<file path="src/rtl/rx_fmt_pkg.sv">
package rx_fmt_pkg;
    localparam int CFG_W   = 32;
    localparam int SAMP_W  = 16;
    localparam int WORD_W  = 16;
    localparam int SHIFT_W = 4;
    localparam int WIDTH_W = 5;
    localparam int HALF_W  = WORD_W / 2;
    localparam logic [CFG_W-1:0] CFG_RESET = 32'h0000_0300;

    typedef struct packed {
        logic               bypass;
        logic               both;
        logic [WIDTH_W-1:0] width;
        logic [SHIFT_W-1:0] shift;
    } fmt_cfg_t;

    localparam int USED_W = $bits(fmt_cfg_t);

    typedef struct packed {
        fmt_cfg_t cur;
        fmt_cfg_t pend;
        logic     pend_vld;
        logic     err;
    } cfg_state_t;

    typedef struct packed {
        logic              out_vld;
        logic [WORD_W-1:0] out_data;
        logic              hold_vld;
        logic [WORD_W-1:0] hold;
        logic              part_vld;
        logic [HALF_W-1:0] part;
    } pack_state_t;

    function automatic fmt_cfg_t cfg_fields(input logic [CFG_W-1:0] d);
        return fmt_cfg_t'(d[USED_W-1:0]);
    endfunction

    function automatic logic cfg_ok(input logic [CFG_W-1:0] d);
        fmt_cfg_t f;
        f = cfg_fields(d);
        return (d[CFG_W-1:USED_W] == '0) &&
               (((f.width == WIDTH_W'(16)) && (f.shift == SHIFT_W'(0))) ||
                ((f.width == WIDTH_W'(8))  && (f.shift == SHIFT_W'(8))));
    endfunction
endpackage

</file>
<file path="src/rtl/rx_fmt_cfg.sv">
module rx_fmt_cfg
    import rx_fmt_pkg::*;
(
    input  logic             clk,
    input  logic             rst_n,
    input  logic             cfg_wr,
    input  logic [CFG_W-1:0] cfg_data,
    input  logic             boundary,
    output fmt_cfg_t         eff,
    output logic             bypass,
    output logic             err
);
    cfg_state_t st_q, st_d;

    always_comb begin
        st_d = st_q;
        eff  = (st_q.pend_vld && boundary) ? st_q.pend : st_q.cur;
        st_d.cur = eff;
        if (boundary) st_d.pend_vld = 1'b0;
        if (cfg_wr) begin
            if (cfg_ok(cfg_data)) begin
                st_d.pend     = cfg_fields(cfg_data);
                st_d.pend_vld = 1'b1;
            end else begin
                st_d.err = 1'b1;
            end
        end
    end

    always_ff @(posedge clk) begin
        if (!rst_n) begin
            st_q.cur      <= cfg_fields(CFG_RESET);
            st_q.pend     <= cfg_fields(CFG_RESET);
            st_q.pend_vld <= 1'b0;
            st_q.err      <= 1'b0;
        end else begin
            st_q <= st_d;
        end
    end

    assign bypass = st_q.cur.bypass;
    assign err    = st_q.err;

    assert_err_sticky_R7: assert property (@(posedge clk) disable iff (!rst_n)
        err |=> err);
    assert_bad_write_flags_R7: assert property (@(posedge clk) disable iff (!rst_n)
        (cfg_wr && !cfg_ok(cfg_data)) |=> err);
    assert_cur_supported_R6: assert property (@(posedge clk) disable iff (!rst_n)
        ((st_q.cur.width == WIDTH_W'(16)) && (st_q.cur.shift == SHIFT_W'(0))) ||
        ((st_q.cur.width == WIDTH_W'(8))  && (st_q.cur.shift == SHIFT_W'(8))));
    assert_switch_on_boundary_R8: assert property (@(posedge clk) disable iff (!rst_n)
        !boundary |=> $stable(st_q.cur));
endmodule

</file>
<file path="src/rtl/rx_fmt_narrow.sv">
module rx_fmt_narrow
    import rx_fmt_pkg::*;
(
    input  logic [SAMP_W-1:0]  comp,
    input  logic [SHIFT_W-1:0] shift,
    input  logic [WIDTH_W-1:0] width,
    output logic [SAMP_W-1:0]  narrow
);
    logic signed [SAMP_W-1:0] shifted;
    logic [SAMP_W-1:0]        mask;

    always_comb begin
        shifted = $signed(comp) >>> shift;
        mask    = '0;
        for (int b = 0; b < SAMP_W; b++) begin
            if (b < int'(width)) mask[b] = 1'b1;
        end
        narrow = shifted & mask;
    end
endmodule

</file>
<file path="src/rtl/rx_fmt_pack.sv">
module rx_fmt_pack
    import rx_fmt_pkg::*;
(
    input  logic              clk,
    input  logic              rst_n,
    input  fmt_cfg_t          eff,
    input  logic              in_valid,
    input  logic [SAMP_W-1:0] i_n,
    input  logic [SAMP_W-1:0] q_n,
    output logic              in_ready,
    input  logic              out_ready,
    output logic              out_valid,
    output logic [WORD_W-1:0] out_data,
    output logic              boundary
);
    pack_state_t st_q, st_d;
    logic        slot_free;
    logic        half;

    always_comb begin
        st_d      = st_q;
        slot_free = !st_q.out_vld || out_ready;
        in_ready  = slot_free && !st_q.hold_vld;
        boundary  = !st_q.hold_vld && !st_q.part_vld;
        half      = (eff.width == WIDTH_W'(HALF_W));
        if (st_q.out_vld && out_ready) st_d.out_vld = 1'b0;
        if (slot_free && st_q.hold_vld) begin
            st_d.out_vld  = 1'b1;
            st_d.out_data = st_q.hold;
            st_d.hold_vld = 1'b0;
        end else if (in_valid && in_ready) begin
            if (!half) begin
                st_d.out_vld  = 1'b1;
                st_d.out_data = WORD_W'(i_n);
                if (eff.both) begin
                    st_d.hold_vld = 1'b1;
                    st_d.hold     = WORD_W'(q_n);
                end
            end else if (eff.both) begin
                st_d.out_vld  = 1'b1;
                st_d.out_data = {q_n[HALF_W-1:0], i_n[HALF_W-1:0]};
            end else if (st_q.part_vld) begin
                st_d.out_vld  = 1'b1;
                st_d.out_data = {i_n[HALF_W-1:0], st_q.part};
                st_d.part_vld = 1'b0;
            end else begin
                st_d.part     = i_n[HALF_W-1:0];
                st_d.part_vld = 1'b1;
            end
        end
    end

    always_ff @(posedge clk) begin
        if (!rst_n) begin
            st_q <= '0;
        end else begin
            st_q <= st_d;
        end
    end

    assign out_valid = st_q.out_vld;
    assign out_data  = st_q.out_data;

    assert_out_stable_R9: assert property (@(posedge clk) disable iff (!rst_n)
        (out_valid && !out_ready) |=> (out_valid && $stable(out_data)));
    assert_stall_blocks_input_R9: assert property (@(posedge clk) disable iff (!rst_n)
        (out_valid && !out_ready) |-> !in_ready);
    assert_q_word_follows_R2: assert property (@(posedge clk) disable iff (!rst_n)
        (in_valid && in_ready && !half && eff.both) |=> (out_valid && st_q.hold_vld));
endmodule

</file>
<file path="src/rtl/rx_fmt_packer.sv">
module rx_fmt_packer
    import rx_fmt_pkg::*;
(
    input  logic              clk,
    input  logic              rst_n,
    input  logic              cfg_wr,
    input  logic [CFG_W-1:0]  cfg_data,
    input  logic              in_valid,
    output logic              in_ready,
    input  logic [SAMP_W-1:0] in_i,
    input  logic [SAMP_W-1:0] in_q,
    output logic              out_valid,
    input  logic              out_ready,
    output logic [WORD_W-1:0] out_data,
    output logic              cfg_err,
    output logic              bypass
);
    localparam int NCOMP = 2;

    fmt_cfg_t          eff;
    logic              boundary;
    logic [SAMP_W-1:0] comp_raw [NCOMP];
    logic [SAMP_W-1:0] comp_nar [NCOMP];

    assign comp_raw[0] = in_i;
    assign comp_raw[1] = in_q;

    rx_fmt_cfg u_cfg (
        .clk      (clk),
        .rst_n    (rst_n),
        .cfg_wr   (cfg_wr),
        .cfg_data (cfg_data),
        .boundary (boundary),
        .eff      (eff),
        .bypass   (bypass),
        .err      (cfg_err)
    );

    for (genvar g = 0; g < NCOMP; g++) begin : g_comp
        rx_fmt_narrow u_narrow (
            .comp   (comp_raw[g]),
            .shift  (eff.shift),
            .width  (eff.width),
            .narrow (comp_nar[g])
        );
    end

    rx_fmt_pack u_pack (
        .clk       (clk),
        .rst_n     (rst_n),
        .eff       (eff),
        .in_valid  (in_valid),
        .i_n       (comp_nar[0]),
        .q_n       (comp_nar[1]),
        .in_ready  (in_ready),
        .out_ready (out_ready),
        .out_valid (out_valid),
        .out_data  (out_data),
        .boundary  (boundary)
    );
endmodule

</file>
<file path="config.mk">
export PLATFORM = sky130hd
export DESIGN_NAME = rx_fmt_packer
export DESIGN_NICKNAME = d
export VERILOG_FILES = /design/src/rtl/rx_fmt_pkg.sv /design/src/rtl/rx_fmt_cfg.sv /design/src/rtl/rx_fmt_narrow.sv /design/src/rtl/rx_fmt_pack.sv /design/src/rtl/rx_fmt_packer.sv
export SDC_FILE = /design/constraint.sdc
export NUM_CORES = 1
export LEC_CHECK = 0
export BUFFER_PORTS_ARGS = -buffer_cell sky130_fd_sc_hd__buf_2
export CORE_MARGIN = 4
export CORE_UTILIZATION = 35
export DETAILED_ROUTE_END_ITERATION = 6
export MAX_ROUTING_LAYER = met4
export PLACE_DENSITY_LB_ADDON = 0.3
export SLEW_MARGIN = 10
export SYNTH_ARGS = -nofsm -noshare
export SYNTH_HDL_FRONTEND = slang
export SYNTH_SLANG_ARGS = --single-unit
</file>
<file path="constraint.sdc">
create_clock -name clk -period 2.7 [get_ports clk]
set_input_delay 0.54 -clock clk [delete_from_list [all_inputs] [get_ports clk]]
set_output_delay 0.54 -clock clk [all_outputs]
set_load 0.01 [all_outputs]
</file>
* Yosys cells after proc, flatten, opt, wreduce, memory -nomap -nowiden *
Cells that the tools add are included.

word-level totals
  register bits after elaboration = 67
  output and inout port bits = 20

operators by class
  $lt $le $gt $ge = 16
  eq/ne operators = 5
  shifts and indexed selects = 2
  muxes and demuxes = 33
  bitwise logic cells = 8
  reductions and logical operators = 25

operator list
  cell                  number
  $mux W17              5
  $mux W43              1
  $lt A4 B5 Y1 const A  8
  $and A16 B16 Y16      2
  $sshr A16 B4 Y16      2
  $logic_not A21 Y1     1
  $mux W1               21
  $lt A3 B5 Y1 const A  4
  $mux W18              1
  $mux W9               2
  $eq A5 B4 Y1 const B  2
  $lt A1 B5 Y1 const A  2
  $lt A2 B5 Y1 const A  2
  $mux W10              1
  $logic_and A1 B1 Y1   9
  $mux W8               1
  $reduce_and A4 Y1     2
  $not A1 Y1            6
  $reduce_and A2 Y1     3
  $eq A5 B5 Y1 const B  1
  $reduce_and A5 Y1     1
  $eq A4 B4 Y1 const B  1
  $logic_not A4 Y1      1
  $ne A4 B3 Y1 const B  1
  6 further kinds       9

* Longest topological paths before layout *
  word-level depth = 12
  mapped depth = 12

* Modules after synthesis *
From an unflattened synthesis, not the netlist that was laid out.

unflattened totals
  cell total of the unflattened synthesis = 618
  area, all modules = 5,163.7 sq um

by module, submodules not included
  module         instances  cells an instance  area an instance (sq um)
  rx_fmt_pack    1          295                2,319.7
  rx_fmt_narrow  2          110                887.1
  rx_fmt_cfg     1          103                1,069.8

* Least setup slack after synthesis *
OpenSTA, ideal clock, no wires.

  kind = register to register
  from = reg u_pack.st_q[25] (netlist name)
  to = reg u_pack.st_q, in the netlist u_pack.out_data[11]
  library setup time = 0.116 ns
  arrival time = 2.541 ns
  data required time = 2.584 ns
  slack = 0.043 ns
  stages on the path, launching flop included = 10
  buffers on the path = 2
  cell sequence = dfxtp_1 buf_6 or3b_4 buf_6 a21oi_4 mux2i_1 nor3_1 o41a_1 a221o_1 a41o_1

between the ends
  word-level cells in the longest chain between the ends = 12

ends and longest elaborated chain
  item                    line                                  text
  from (decl)             rx_fmt_pack.sv:16                     pack_state_t st_q, st_d;
  from (signal assigned)  rx_fmt_pack.sv:57                     st_q <= st_d;
  $logic_not A1 Y1        rx_fmt_pack.sv:23, rx_fmt_pack.sv:24
  $logic_and A1 B1 Y1     rx_fmt_pack.sv:24                     boundary = !st_q.hold_vld && !st_q.part_vld;
  $logic_and A1 B1 Y1     rx_fmt_cfg.sv:17                      eff = (st_q.pend_vld && boundary) ? st_q.pend : st_q.cur;
  $mux W10                rx_fmt_cfg.sv:17
  $lt A2 B5 Y1            rx_fmt_narrow.sv:16                   if (b < int'(width)) mask[b] = 1'b1;
  $mux W1                 rx_fmt_narrow.sv:16
  $and A16 B16 Y16        rx_fmt_narrow.sv:18                   narrow = shifted & mask;
  $mux W17                rx_fmt_pack.sv:42                     end else if (st_q.part_vld) begin
  $mux W17                rx_fmt_pack.sv:39                     end else if (eff.both) begin
  $mux W17                rx_fmt_pack.sv:32                     if (!half) begin
  $mux W43                rx_fmt_pack.sv:31                     end else if (in_valid && in_ready) begin
  $mux W18                rx_fmt_pack.sv:27                     if (slot_free && st_q.hold_vld) begin

Several ways; a longest one is shown, not always the timed one. The select of a mux whose other input is x is not followed.
A chain may end at the register's enable or synchronous reset.

* Worst setup path after layout *
  from = reg u_pack.st_q[8] (netlist name)
  to = reg u_pack.st_q, in the netlist u_pack.out_data[11]

between the ends
  word-level cells in the longest chain between the ends = 12

ends and longest elaborated chain
  item                 line
  $logic_not A1 Y1     rx_fmt_pack.sv:24
  $logic_and A1 B1 Y1  rx_fmt_pack.sv:24
  $logic_and A1 B1 Y1  rx_fmt_cfg.sv:17
  $mux W10             rx_fmt_cfg.sv:17
  $lt A2 B5 Y1         rx_fmt_narrow.sv:16
  $mux W1              rx_fmt_narrow.sv:16
  $and A16 B16 Y16     rx_fmt_narrow.sv:18
  $mux W17             rx_fmt_pack.sv:42
  $mux W17             rx_fmt_pack.sv:39
  $mux W17             rx_fmt_pack.sv:32
  $mux W43             rx_fmt_pack.sv:31
  $mux W18             rx_fmt_pack.sv:27

Several ways; a longest one is shown, not always the timed one. The select of a mux whose other input is x is not followed.

==> run_results.csv <==
group,metric,value,unit
route,drt_wl_total,19.9,mm
die,fp.coreArea,14500,sq um
clock_network,hold_buffers,0,
synth,synth_seq_area_share,0.259,
placement,dp_hpwl,15.1,mm
power_and_ir_drop,p_switching,683,uW
sta,maxSlewViolCount,0,
sta,max-slew-margin-rel,0.449,
global_routing,grt_max_degree,29,
status,violations,"setup timing",
clock_network,cts.path.max_buffers,2,
sta,rsz0062_at_grt,"true",
synth,syn_nets,742,
final_layout,drive_gt1_frac,0.318,
setup_path,crit_chain,"or3b_4, a21boi_4, buf_4, buf_8, mux2i_1, mux2i_1, o221a_2, a221o_1, a41o_1",
clock_network,clkLatencyLatePin,0.34,ns
sta,hold_slack,0.420,ns
sta,postLayoutSetupSlackWorst,-0.0403,ns
setup_path,cpMostUsedCell,"mux2i_1",
sta,worst_clock_skew,0.00723,ns
clock_network,clock-sinks,67,
route,remaining_drc_errors,0,
power_and_ir_drop,p_per_area,388,nW/um^2
power_and_ir_drop,pwr-share-comb,0.167,
setup_path,crit_path_end_kind,"flip-flop",
synth,synth.distinct_cells,83,
sta,period_needed,2.74,ns
route,wire_per_inst,20.2,microns
sta,fin_crit_sh,1.01,
route,vias,5926,
clock_network,cts_tree,"yes",
setup_path,start_kind,"flip-flop",
placement,numPortBuffers,88,
clock_network,root_buffer,"clkbuf_16",
setup_path,arrival,2.97,ns
placement,place_congestion,0.999,
global_routing,grt_use_total,0.240,
synth,synth.avg_cell_area,7.70,sq um
setup_path,slowest_delay,0.43,ns
sta,fin_tns_setup,-0.112,ns
sta,worst_pin_slew,0.824,ns
setup_path,cp_max_fo,7,
power_and_ir_drop,internal-power,1920,uW
die,dieHeight,130,microns
synth,yosys_warnings,0,
global_routing,antenna_found_initial,1,
synth,syn_area,5180,sq um
final_layout,area_growth,29.1,%
route,antenna_left,0,
die,start_util,0.357,
setup_path,path_class,"reg2reg",
die,die_w,130,microns
route,first_pass_iters,6,
die,ios,89,
final_layout,layout_commonest_cell,"nand2_1",
global_routing,overflow,0,
power_and_ir_drop,clockPowerShare,0.430,
setup_path,path_buf_inv,2,
global_routing,grt_pass1_vias,5525,
sta,clock.fmax,0.365,GHz
synth,ys.flop_type,"dfxtp_1",
die,die-area,16800,sq um
sta,setup_viol,4,
synth,synthCells,673,
clock_network,ctsHtreeMaxLevel,3,
sta,hold_viol_final,0,
synth,async_flop_share,0,
power_and_ir_drop,seq_power_share,0.403,
final_layout,mostFrequentLayoutCells,"nand2_1 (102), buf_2 (88), buf_4 (81)",
final_layout,final_nets,866,
die,fp-row-count,44,
setup_path,required,2.93,ns
setup_path,critPathSlowestCell,"or3b_4",
synth,synth_edf_count,0,
min_path,hp-class,"in2reg",
setup_path,cp_top_family,"compound AO/OA/AOI/OAI gates",
route,first_iter_violations,650,
power_and_ir_drop,ir_drop,0.305,mV
power_and_ir_drop,switching_share,0.263,
synth,ys_ff_latch,67,
power_and_ir_drop,power_leakage,0.00295,uW
clock_network,path_clk_slew,0.05,ns
clock_network,numCtsBuffers,9,
route,vias_per_cell,6.01,
run,max_cap_viol_count,0,
global_routing,grt_pass1_wl,30.3,mm
status,run_status,"complete, but fails checks",
-- power by group through the flow --
stage	sequential (uW)	clock [uW]	combinational (uW)
3_3_place_gp	1070	0	405
6_report	1050	1120	435
2_1_floorplan	1060	0	235
5_1_grt	1050	1190	471
3_5_place_dp	1070	0	404
4_1_cts	1050	1140	411
-- path summary, 6_finish.rpt --
kind / from / end / slack [ns] / depth (start not counted)
setup / recovery: u_pack.st_q[8] / u_pack.out_data[11] / -0.04 / 9
hold / removal: cfg_data[9] / u_cfg.st_q[11] / 0.42 / 3
setup reg to reg: u_pack.st_q[8] / u_pack.out_data[11] / -0.04 / 9
hold reg to reg: u_cfg.st_q[12] / u_cfg.bypass / 0.45 / 2
-- worst reg2reg max path: stages, from the launching register on --
cell,delay [ns]
dfxtp_2,0.33
or3b_4,0.43
a21boi_4,0.30
buf_4,0.18
buf_8,0.15
mux2i_1,0.26
mux2i_1,0.15
o221a_2,0.31
a221o_1,0.30
a41o_1,0.23
-- flip-flops by register name, summed over array words and instances (netlist names) --
name	cells
u_pack.st_q	26
u_cfg.bypass	1
u_cfg.err	1
u_pack.out_valid	1
u_pack.out_data	16
u_cfg.st_q	22
-- kinds of logic after synthesis --
| group | share of synthesized area |
|---|---|
| AO/OA/AOI/OAI | 0.293 |
| buffers and inverters | 0.0893 |
| flip-flops | 0.259 |
| multiplexers | 0.115 |
| AND/OR/NAND/NOR | 0.244 |
-- cells in the mapped netlist (all sizes together) (6+ instances only) --
cell,n,area share
o21ai,30,0.029
clkbuf,23,0.017
o221ai,6,0.010
inv,12,0.0087
dfxtp,67,0.26
mux2i,39,0.078
a221oi,6,0.013
o211ai,13,0.019
buf,42,0.063
nor3,13,0.013
a22oi,10,0.015
nand2,102,0.074
nor4,9,0.011
nor3b,7,0.011
o2111ai,6,0.010
and3,16,0.019
nand3,23,0.022
a21boi,8,0.012
nor2,55,0.041
nand2b,10,0.012
a211oi,6,0.0097
mux2,11,0.025
a31oi,13,0.016
or2,7,0.0084
a21oi,50,0.050
a31o,6,0.010
-- metal layers --
layer / wire (microns) / track usage / vias up
li1: - / - / 2744
met1: 8450 / 0.313 / 2810
met2: 9110 / 0.369 / 316
met3: 1630 / 0.0495 / 56
met4: 690 / 0.0862 / 0
met5: 0 / - / -
-- stage by stage --
stage	setup WS, ns	instances	util	total power (uW)	instance area (sq um)
CTS	-0.00462	970	0.437	2600	6360
global placement	-0.209	954	0.415	1470	6030
finish	-0.0403	986	0.461	2600	6690
floorplan	0.0430	673	-	1300	5180
global route	-0.0992	986	0.461	2710	6690
detailed placement	-0.148	954	0.415	1470	6030
-- cell type report --
cell class	instances	area (sq um)
diodes	1	2.50
flip-flops and latches	67	1340
well taps	184	230
multi-input cells	527	3600
repair buffers	178	1190
clock buffers	12	236
inverters	14	52.6
fillers	1523	7840
clock inverters	3	40.0
-- what timing repair did --
| item | CTS | global route |
|---|---|---|
| endpoints found under the setup margin | 3 | 21 |
| endpoints found under the hold margin | 0 | 0 |
| pin swaps | 3 | 11 |
| gates resized for setup | 9 | 32 |
| buffers inserted | 1 | 15 |
No activity file was read; power rests on OpenSTA's default activity.
